--- src/rtl/ddr_dec_pkg.sv ---
package ddr_dec_pkg;

    typedef enum logic [3:0] {
        CMD_DESEL = 4'd0,
        CMD_NOP   = 4'd1,
        CMD_ACT   = 4'd2,
        CMD_RD    = 4'd3,
        CMD_WR    = 4'd4,
        CMD_PRE   = 4'd5,
        CMD_PREA  = 4'd6,
        CMD_MRS   = 4'd7,
        CMD_REF   = 4'd8,
        CMD_OTHER = 4'd9
    } cmd_t;

endpackage

--- src/rtl/ddr_cmd_decode.sv ---
module ddr_cmd_decode
    import ddr_dec_pkg::*;
(
    input  logic cs_n,
    input  logic ras_n,
    input  logic cas_n,
    input  logic we_n,
    input  logic all_sel,
    output cmd_t cmd_o
);

    always_comb begin
        if (cs_n) begin
            cmd_o = CMD_DESEL;
        end else begin
            case ({ras_n, cas_n, we_n})
                3'b111:  cmd_o = CMD_NOP;
                3'b011:  cmd_o = CMD_ACT;
                3'b101:  cmd_o = CMD_RD;
                3'b100:  cmd_o = CMD_WR;
                3'b010:  cmd_o = all_sel ? CMD_PREA : CMD_PRE;
                3'b001:  cmd_o = CMD_REF;
                3'b000:  cmd_o = CMD_MRS;
                default: cmd_o = CMD_OTHER;
            endcase
        end
    end

endmodule

--- src/rtl/ddr_bank_tracker.sv ---
module ddr_bank_tracker
    import ddr_dec_pkg::*;
#(
    parameter int BANK_W = 3,
    parameter int AP_LAT = 4
) (
    input  logic                    clk,
    input  logic                    rst_n,
    input  cmd_t                    cmd_i,
    input  logic [BANK_W-1:0]       bank_i,
    input  logic                    ap_i,
    output logic [(1<<BANK_W)-1:0]  open_o,
    output logic                    err_o
);

    localparam int NB    = 1 << BANK_W;
    localparam int CNT_W = $clog2(AP_LAT + 1);

    typedef struct packed {
        logic [NB-1:0]            open;
        logic [NB-1:0][CNT_W-1:0] cnt;
    } trk_t;

    trk_t trk_d, trk_q;
    logic [NB-1:0] expire;

    // one expiry detector per bank
    for (genvar g = 0; g < NB; g++) begin : g_expire
        assign expire[g] = (trk_q.cnt[g] == CNT_W'(1));
    end

    always_comb begin
        trk_d = trk_q;
        for (int b = 0; b < NB; b++) begin
            if (trk_q.cnt[b] != '0) begin
                trk_d.cnt[b] = trk_q.cnt[b] - CNT_W'(1);
                if (expire[b]) begin
                    trk_d.open[b] = 1'b0;
                end
            end
        end
        case (cmd_i)
            CMD_ACT: begin
                if (!trk_q.open[bank_i]) begin
                    trk_d.open[bank_i] = 1'b1;
                end
            end
            CMD_PRE: begin
                trk_d.open[bank_i] = 1'b0;
                trk_d.cnt[bank_i]  = '0;
            end
            CMD_PREA: begin
                trk_d.open = '0;
                trk_d.cnt  = '0;
            end
            CMD_RD, CMD_WR: begin
                if (trk_q.open[bank_i] && ap_i) begin
                    trk_d.open[bank_i] = 1'b1;
                    trk_d.cnt[bank_i]  = CNT_W'(AP_LAT);
                end
            end
            default: ;
        endcase
    end

    always_comb begin
        case (cmd_i)
            CMD_RD, CMD_WR:   err_o = !trk_q.open[bank_i];
            CMD_ACT:          err_o = trk_q.open[bank_i];
            CMD_MRS, CMD_REF: err_o = |trk_q.open;
            default:          err_o = 1'b0;
        endcase
    end

    always_ff @(posedge clk or negedge rst_n) begin
        if (!rst_n) begin
            trk_q <= '0;
        end else begin
            trk_q <= trk_d;
        end
    end

    assign open_o = trk_q.open;

endmodule

--- src/rtl/ddr_cmd_decoder.sv ---
module ddr_cmd_decoder
    import ddr_dec_pkg::*;
#(
    parameter int BANK_W = 3,
    parameter int ROW_W  = 13,
    parameter int COL_W  = 10,
    parameter int AP_BIT = 10,
    parameter int BC_BIT = 12,
    parameter int AP_LAT = 4
) (
    input  logic                   clk,
    input  logic                   rst_n,
    input  logic                   cs_n,
    input  logic                   ras_n,
    input  logic                   cas_n,
    input  logic                   we_n,
    input  logic [BANK_W-1:0]      ba,
    input  logic [ROW_W-1:0]       addr,
    output logic [3:0]             cmd_o,
    output logic [BANK_W-1:0]      bank_o,
    output logic [ROW_W-1:0]       row_o,
    output logic [COL_W-1:0]       col_o,
    output logic                   auto_pre_o,
    output logic                   chop_o,
    output logic                   err_o,
    output logic [(1<<BANK_W)-1:0] bank_open_o
);

    localparam int NB = 1 << BANK_W;

    typedef struct packed {
        cmd_t              cmd;
        logic [BANK_W-1:0] bank;
        logic [ROW_W-1:0]  row;
        logic [COL_W-1:0]  col;
        logic              ap;
        logic              chop;
        logic              err;
    } out_t;

    cmd_t          cmd_now;
    logic          trk_err;
    logic [NB-1:0] open_flags;
    out_t          out_d, out_q;

    ddr_cmd_decode u_decode (
        .cs_n    (cs_n),
        .ras_n   (ras_n),
        .cas_n   (cas_n),
        .we_n    (we_n),
        .all_sel (addr[AP_BIT]),
        .cmd_o   (cmd_now)
    );

    ddr_bank_tracker #(
        .BANK_W (BANK_W),
        .AP_LAT (AP_LAT)
    ) u_tracker (
        .clk    (clk),
        .rst_n  (rst_n),
        .cmd_i  (cmd_now),
        .bank_i (ba),
        .ap_i   (addr[AP_BIT]),
        .open_o (open_flags),
        .err_o  (trk_err)
    );

    always_comb begin
        out_d     = '0;
        out_d.cmd = cmd_now;
        out_d.err = trk_err;
        case (cmd_now)
            CMD_ACT: begin
                out_d.bank = ba;
                out_d.row  = addr;
            end
            CMD_RD, CMD_WR: begin
                out_d.bank = ba;
                out_d.col  = addr[COL_W-1:0];
                out_d.ap   = addr[AP_BIT];
                out_d.chop = !addr[BC_BIT];
            end
            CMD_PRE, CMD_MRS: begin
                out_d.bank = ba;
            end
            default: ;
        endcase
    end

    always_ff @(posedge clk or negedge rst_n) begin
        if (!rst_n) begin
            out_q <= '0;
        end else begin
            out_q <= out_d;
        end
    end

    assign cmd_o       = out_q.cmd;
    assign bank_o      = out_q.bank;
    assign row_o       = out_q.row;
    assign col_o       = out_q.col;
    assign auto_pre_o  = out_q.ap;
    assign chop_o      = out_q.chop;
    assign err_o       = out_q.err;
    assign bank_open_o = open_flags;

endmodule

--- config.mk ---
export PLATFORM = sky130hd
export DESIGN_NAME = ddr_cmd_decoder
export DESIGN_NICKNAME = d
export VERILOG_FILES = /design/src/rtl/ddr_dec_pkg.sv /design/src/rtl/ddr_cmd_decode.sv /design/src/rtl/ddr_bank_tracker.sv /design/src/rtl/ddr_cmd_decoder.sv
export SDC_FILE = /design/constraint.sdc
export NUM_CORES = 1
export LEC_CHECK = 0
export ABC_CLOCK_PERIOD_IN_PS = 2400
export BUFFER_PORTS_ARGS = -buffer_cell sky130_fd_sc_hd__buf_2
export CORE_ASPECT_RATIO = 1.25
export CORE_MARGIN = 2
export CORE_UTILIZATION = 47
export DETAILED_ROUTE_END_ITERATION = 6
export PLACE_DENSITY = 0.68
export SETUP_SLACK_MARGIN = 0.3
export SLEW_MARGIN = 20
export SYNTH_ARGS = -nofsm -noshare
export SYNTH_HDL_FRONTEND = slang
export SYNTH_SLANG_ARGS = --single-unit
--- constraint.sdc ---
create_clock -name clk -period 2.4 [get_ports clk]
set_input_delay 0.36 -clock clk [delete_from_list [all_inputs] [get_ports clk]]
set_output_delay 0.36 -clock clk [all_outputs]
set_load 0.1 [all_outputs]
# == Word level (Yosys, flattened, before mapping) ==
# Index checks and enable logic that the tools add are counted.
# classes
magnitude_cmp,2
add_sub_neg,8
n_bitwise,8
eq_ne,21
n_reduce_logical,17
n_mux,41
# ops
operator,n
$pmux 24 s3,1
$mux 32,1
$pmux 8 s4,1
$mux 3,10
$pmux 4 s7,1
$eq 3x1->1 const B,9
$and 24x24->24,1
$not 24->24,1
$reduce_bool 3->1,8
$sub 3x1->3 const B,8
$mux 1,18
$and 16x16->16,1
$eq 4x3->1 const B,4
$not 16->16,1
$or 8x8->8,2
$mux 13,1
$mux 12,1
$demux 3 s3,1
$eq 3x3->1 const B,3
$and 8x8->8,1
$eq 4x2->1 const B,2
$mux 8,1
$not 8->8,1
$reduce_or 8->1,1
14 further kinds,18
# word_totals
wordCells,113
input_bits,22
output_inout_bits,41
reg_bits,65

# == Logic depth before layout (Yosys ltp) ==
# Gate-level depths: netlist of the first run.
# depth
depth_word,8
ltp_mapped,7
depth_no_buf,6

# == Modules after synthesis ==
# A second synthesis of the first run with hierarchy kept.
# unflattened
hier_cells,331
hier_area_um2,3450.8
# modules_own_cells
mod,cells_per_inst,area_per_inst_um2,seq_area_each_um2,n_inst
ddr_bank_tracker,250,2247.2,800.8,1
ddr_cmd_decoder,69,1131.1,825.8,1
ddr_cmd_decode,12,72.6,0.0,1

# == Worst setup path before layout of the first run ==
# OpenSTA, ideal clock, no wires.
# synth_path
path_type,input to register
from,input port cs_n
to,register u_tracker.trk_q[11] (netlist bit)
t_required_ps,2271
path_stages,7
setup_slack_ps,649
setup_ps,129
arrival_time_ps,1622
path_buffers,3
path_cell_list,buf_2 > or3b_1 > buf_2 > nand2b_1 > buf_6 > o22ai_1 > o31ai_2
# synth_lines
element,line_no,source
"start, declared",ddr_cmd_decoder.sv:13,"input logic cs_n,"
"end signal, assigned",ddr_bank_tracker.sv:79,trk_q <= trk_d;
"end, declared",ddr_bank_tracker.sv:24,"trk_t trk_d, trk_q;"

==> results of run 1 <==
-- metal layers --
metal / vias to the layer above / GRT usage
li1: 1327 / -
met4: 0 / 0.08077
met2: 81 / 0.3354
met5: - / 0
met1: 1273 / 0.2278
met3: 18 / 0.03763
-- kinds of logic after synthesis --
logic type | count (synthesis) | share of synthesized area
compound gates | 85 | 0.1591
xor+xnor | 8 | 0.01980
fa+ha+maj | 24 | 0.08487
buf+inv | 46 | 0.06506
flops | 65 | 0.4597
mux | 7 | 0.02122
simple gates | 122 | 0.1902
-- critical path: stages (launching register included) --
cell       delay [ps]
dfrtp_1           440
mux2_1            330
o2bb2ai_2         310
a211o_1           360
buf_4             220
o22ai_1            80
-- metrics by stage --
step	hold slack, ps	utilization	area [um^2]
final	12.78	0.5673	4174
after global routing	42.18	0.5673	4174
after CTS	29.07	0.5662	4165
after detailed placement	403.5	0.5299	3899
after global placement	402.5	0.5299	3899
after floorplan	64.41	-	3538
-- placed cells by master, fill, tap and decap left out, drive strengths merged, types with 13 or more instances in the layout --
| master | count |
|---|---|
| nor2b | 13 |
| buf | 71 |
| nand2 | 16 |
| o21ai | 17 |
| a21oi | 28 |
| nor2 | 30 |
| dfrtp | 65 |
| inv | 21 |
| nor3 | 14 |
| and2 | 25 |
| ha | 24 |
-- path summary, 6_finish.rpt --
kind                                           from                   to  slack, ps  cells past startpoint
min in group clk                           addr[12]               chop_o        160                      2
worst max register to register  u_tracker.open_o[7]  u_tracker.trk_q[23]        550                      5
max in group asynchronous                     rst_n  u_tracker.trk_q[12]       2110                      2
worst max-delay path            u_tracker.open_o[7]  u_tracker.trk_q[23]        550                      5
worst min-delay path                          rst_n             row_o[2]         10                      2
worst min register to register   u_tracker.trk_q[7]   u_tracker.trk_q[7]        550                      2
-- power by group through the flow --
stage / registers, mW / logic (mW) / clock network [mW]
2_1_floorplan: 1.66 / 1.47 / 0
3_3_place_gp: 1.58 / 1.81 / 0
3_5_place_dp: 1.59 / 1.87 / 0
4_1_cts: 1.57 / 1.88 / 1.25
5_1_grt: 1.61 / 2.10 / 1.30
6_report: 1.57 / 1.86 / 1.24
-- timing repair --
action                                  4_1_cts  5_1_grt
setup buffers                                 0        0
gates resized for setup                       0        1
endpoints found under the setup margin        0        5
hold buffers                                  0        0
-- final cells by class --
type	instances	area share
inverters	21	0.01888
well taps	92	0.02758
clock buffers	9	0.02968
repair buffers	71	0.09353
flip-flops and latches	65	0.3897
multi-input cells	246	0.4065
clock inverters	7	0.03417
-- sequential cells by signal, summed over array words and instances (netlist names) --
signal	flops
u_tracker.trk_q	24
col_o	10
chop_o	1
auto_pre_o	1
err_o	1
bank_o	3
row_o	13
cmd_o	4
u_tracker.open_o	8
==> metrics.md, run 1 <==
| Metric | Value |
|---|---|
| Cells after DPL | `495` |
| CP Max Fanout | `8` |
| # IOs | `63` |
| Post-synth ARST share | `1.000` |
| Crit path arrival time | `2080 ps` |
| Ys flop type | `dfrtp_1` |
| Slew Viols, Final | `0` |
| Final setup viols | `0` |
| Synth cell types | `48` |
| Core area | `7357 um^2` |
| Layout Cells excl Fill | `511` |
| Drt pass-1 iters | `4` |
| Reg power frac | `0.336` |
| CTS tree | `built` |
| Clk slew on worst S/H paths | `70 ps` |
| Internal | `2.873 mW` |
| Die ar. | `8243 um^2` |
| DIE HEIGHT | `101.0 um` |
| Worst slew margin | `0.5799` |
| Grt ovf | `0` |
| Post-synth top area cell | `dfrtp_1` |
| Seq cells post-synth | `65` |
| F_max | `0.5402 GHz` |
| Row count | `35` |
| Antenna viol nets, final | `0` |
| Largest net degree at the start of global routing | `66` |
| Average wire per standard cell | `14.42 um` |
| Crit path kind | `register to register` |
| PD cells | `1118 nW/um^2` |
| Initial antenna violation count | `0` |
| Max H-tree Level | `3` |
| Fin crit period | `1851 ps` |
| DIE WIDTH | `81.61 um` |
| Sequential area share after synthesis | `0.4597` |
| Worst vdd ir | `0.6608 mV` |
| Slew @ Worst Pin | `630.1 ps` |
| Sink Count | `65` |
| Final Wtd Congestion | `0.8080` |
| Post-Syn Instances | `357` |
| Final Net Count | `460` |
| Worst setup EP type | `register` |
| RSZ-0062 raised after global routing | `false` |
| Via count | `2699` |
| Sw Share | `0.3843` |
| Avg Inst Size Synth | `9.911 um^2` |
| Clock Skew | `9.430 ps` |
| Filler cell count | `656` |
| Root buffer cell | `clkbuf_8` |
| Syn Nets | `403` |
| Synth top cells by count | `dfrtp_1, nor2_1, a21oi_1, and2_1, ha_1` |
| Multi-input logic area | `1697 um^2` |
| Share of post-route cells with drive strength above 1 | `0.2387` |
| Clock Path Buffers | `2` |
| Sw power | `1.794 mW` |
| Most frequent cell after synthesis | `dfrtp_1` |
| Initial DRC count | `103` |
| Synth top area share | `0.4597` |
| CP required | `2630 ps` |
| Min-delay worst type | `input pin to async pin` |
| Final HPWL DP | `5254 um` |
| WL met2 | `3751 um` |
| GRT Total Usage | `0.1924` |
| Met1 Wirelength | `2978 um` |
| DP Worst Slack | `139.5 ps` |
| Post-synth EDFFs | `0` |
| Highest Signal Layer | `met4` |
| LEAKAGE | `2.101 nW` |
| Clock share of power | `0.265` |
| Status | `finished, final reports clean` |
| Final WS setup | `548.8 ps` |
| DR DRC count | `0` |
| Final WL | `7370 um` |
| Num CTS Buffers | `9` |
| Via/cell ratio | `5.282` |
| Metal3 WL | `456 um` |
| Period utilization | `0.7713` |
| Clock Latency Late Sink | `350 ps` |
| Register area | `1627 um^2` |
| Synth area leaders | `dfrtp_1, ha_1, and2_1` |
| Ys Warns | `0` |
| Area Growth Syn to Fin | `17.96%` |
| Vias in the first global route | `2568` |
| Worst Setup Start Kind | `register` |
| Synthesized area | `3538 um^2` |
| PortBufs | `62` |
| TNS Setup | `0 ps` |
| Initial Utilization | `0.4810` |
| Fin. Hold Viols | `0` |
| Comb power frac | `0.399` |
| Antenna cells | `0` |
| First-pass GRT wire length | `12140 um` |
| Maxcap violations | `0` |
| Total power | `4.667 mW` |
Power figures use the tool's default switching activity.
==> run 2: changes to the inputs <==
--- a/config.mk
+++ b/config.mk
@@ -5,7 +5,7 @@
 export SDC_FILE = /design/constraint.sdc
 export NUM_CORES = 1
 export LEC_CHECK = 0
-export ABC_CLOCK_PERIOD_IN_PS = 2400
+export ABC_CLOCK_PERIOD_IN_PS = 1850
 export BUFFER_PORTS_ARGS = -buffer_cell sky130_fd_sc_hd__buf_2
 export CORE_ASPECT_RATIO = 1.25
 export CORE_MARGIN = 2
==> constraint.sdc (replaced) <==
create_clock -name clk -period 1.85 [get_ports clk]
set_input_delay 0.2775 -clock clk [delete_from_list [all_inputs] [get_ports clk]]
set_output_delay 0.2775 -clock clk [all_outputs]
set_load 0.1 [all_outputs]
==> run 2 against run 1 <==
Net effect:
- clock power grew 32%
- count of clock-buffer cells in the layout grew 1
- setup slack lost 210 ps
- critical path depth shrank 4
- power grew 33%
- sequential power grew 29%
- critical path type is now register to output port
- largest cell class unchanged
- largest power group unchanged
- highest routed layer unchanged
==> metrics.md, run 2 (synthesis results as in run 1) <==
| Metric | Value |
|---|---|
| Final core utilization | `0.5883` |
| Metal3 WL | `368 um` |
| Initial antenna violation count | `0` |
| DP Worst Slack | `54.79 ps` |
| Root buffer cell | `clkbuf_8` |
| Fin area | `4328 um^2` |
| CP max stage delay | `460 ps` |
| Row count | `35` |
| Num CTS Buffers | `9` |
| Drt pass-1 iters | `4` |
| Via count | `2703` |
| Max H-tree Level | `3` |
| Clk slew on worst S/H paths | `70 ps` |
| DIE HEIGHT | `101.0 um` |
| Max reg flops | `24` |
| # IOs | `63` |
| Average wire per standard cell | `14.47 um` |
| Status | `finished, final reports clean` |
| Worst setup EP type | `output port` |
| Total power | `6.211 mW` |
| Clock Path Buffers | `2` |
| CTS tree | `built` |
| Most common cell after layout, fill and taps aside | `dfrtp_1` |
| Slew Viols, Final | `0` |
| First-pass GRT wire length | `12740 um` |
| Grt ovf | `0` |
| Die ar. | `8243 um^2` |
| Post-DP Area | `3988 um^2` |
| Min-delay worst type | `input pin to register` |
| Maxcap violations | `0` |
| Cells after DPL | `505` |
| Filler cell count | `656` |
| Initial Utilization | `0.4810` |
| Critical path's slowest cell | `buf_2` |
| CP Cell Sequence | `buf_2` |
| Final HPWL DP | `5361 um` |
| Vias in the first global route | `2723` |
| Final WS setup | `340.9 ps` |
| Sink Count | `65` |
| Crit path kind | `register to output port` |
| DIE WIDTH | `81.61 um` |
| Most frequent cells in the layout | `dfrtp_1, buf_2, nor2_1` |
| GRT Total Usage | `0.2023` |
| Clock Skew | `5.782 ps` |
| LEAKAGE | `2.180 nW` |
| Final setup viols | `0` |
| Worst slew margin | `0.6743` |
| Worst Setup Start Kind | `register` |
| Crit path arrival time | `1230 ps` |
| Final Wtd Congestion | `0.8188` |
| Worst vdd ir | `0.7109 mV` |
| Share of post-route cells with drive strength above 1 | `0.2755` |
| PortBufs | `62` |
| Top Family by Delay on Critical Path | `buffers and inverters` |
| Final WL | `7582 um` |
| Antenna cells | `0` |
| Area Growth Syn to Fin | `22.31%` |
| Largest net degree at the start of global routing | `66` |
| Layout Cells excl Fill | `524` |
| CP required | `1570 ps` |
| Reg with most FFs | `u_tracker.trk_q` |
| WL met2 | `3774 um` |
| Met1 Wirelength | `3284 um` |
| Initial DRC count | `107` |
| Via/cell ratio | `5.158` |
| Final Net Count | `473` |
| CP Max Fanout | `5` |
| Clock Latency Late Sink | `340 ps` |
| Slew @ Worst Pin | `492.0 ps` |
| TNS Setup | `0 ps` |
| F_max | `0.6627 GHz` |
| Fin crit period | `1509 ps` |
| Core area | `7357 um^2` |
| Period utilization | `0.8157` |
| Fin. Hold Viols | `0` |
| Highest Signal Layer | `met4` |
| Fin Hold WS | `87.73 ps` |
| DR DRC count | `0` |
| Antenna viol nets, final | `0` |
| RSZ-0062 raised after global routing | `true` |
| PD cells | `1435 nW/um^2` |
| Buf/Inv on CP | `1` |
[run 2: cell count changes in the layout (fill, tap and decap cells not counted), moves of 2 or more]
| cell | delta |
|---|---|
| buf_2 | -3 |
| dfrtp_1 | -2 |
| buf_4 | +13 |
| dfrtp_2 | +2 |
[run 2: worst paths after layout]
check	start	slack, ps	end	cells past startpoint
min in group asynchronous	rst_n	480	row_o[2]	3
max reg2reg	u_tracker.open_o[3]	360	u_tracker.trk_q[21]	5
max in group asynchronous	rst_n	1080	u_tracker.open_o[3]	3
min	addr[12]	90	chop_o	2
max	u_tracker.open_o[5]	340	bank_open_o[5]	1
min reg2reg	u_tracker.trk_q[1]	550	u_tracker.trk_q[1]	2
[run 2: per-layer routing]
layer | GRT usage | vias to the layer above
met2 | 0.3581 | 69
li1 | - | 1359
met5 | 0 | -
met1 | 0.2388 | 1261
met3 | 0.03584 | 14
met4 | 0.08077 | 0
[run 2: area by class of cell]
| cell class | count | area, um^2 | share of cell area |
|---|---|---|---|
| repair buffers | 84 | 501.7 | 0.1159 |
| multi-input cells | 246 | 1728 | 0.3992 |
| inverters | 21 | 78.83 | 0.01821 |
| flip-flops and latches | 65 | 1629 | 0.3764 |
| clock inverters | 6 | 137.6 | 0.03180 |
| clock buffers | 10 | 137.6 | 0.03180 |
| well taps | 92 | 115.1 | 0.02660 |
[run 2: report_power, final]
part           switching [mW]  leakage, nW  internal [mW]
logic                    1.56         1.20          0.993
clock network           0.560        0.137           1.08
registers               0.237        0.839           1.78
[run 2: repair_timing]
item                                    4_1_cts  5_1_grt
setup buffers                                 1        1
hold buffers                                  1        0
gates resized for setup                       3        8
endpoints found under the setup margin       27       32
hold endpoints to repair                     65        0
pin swaps                                     0        4
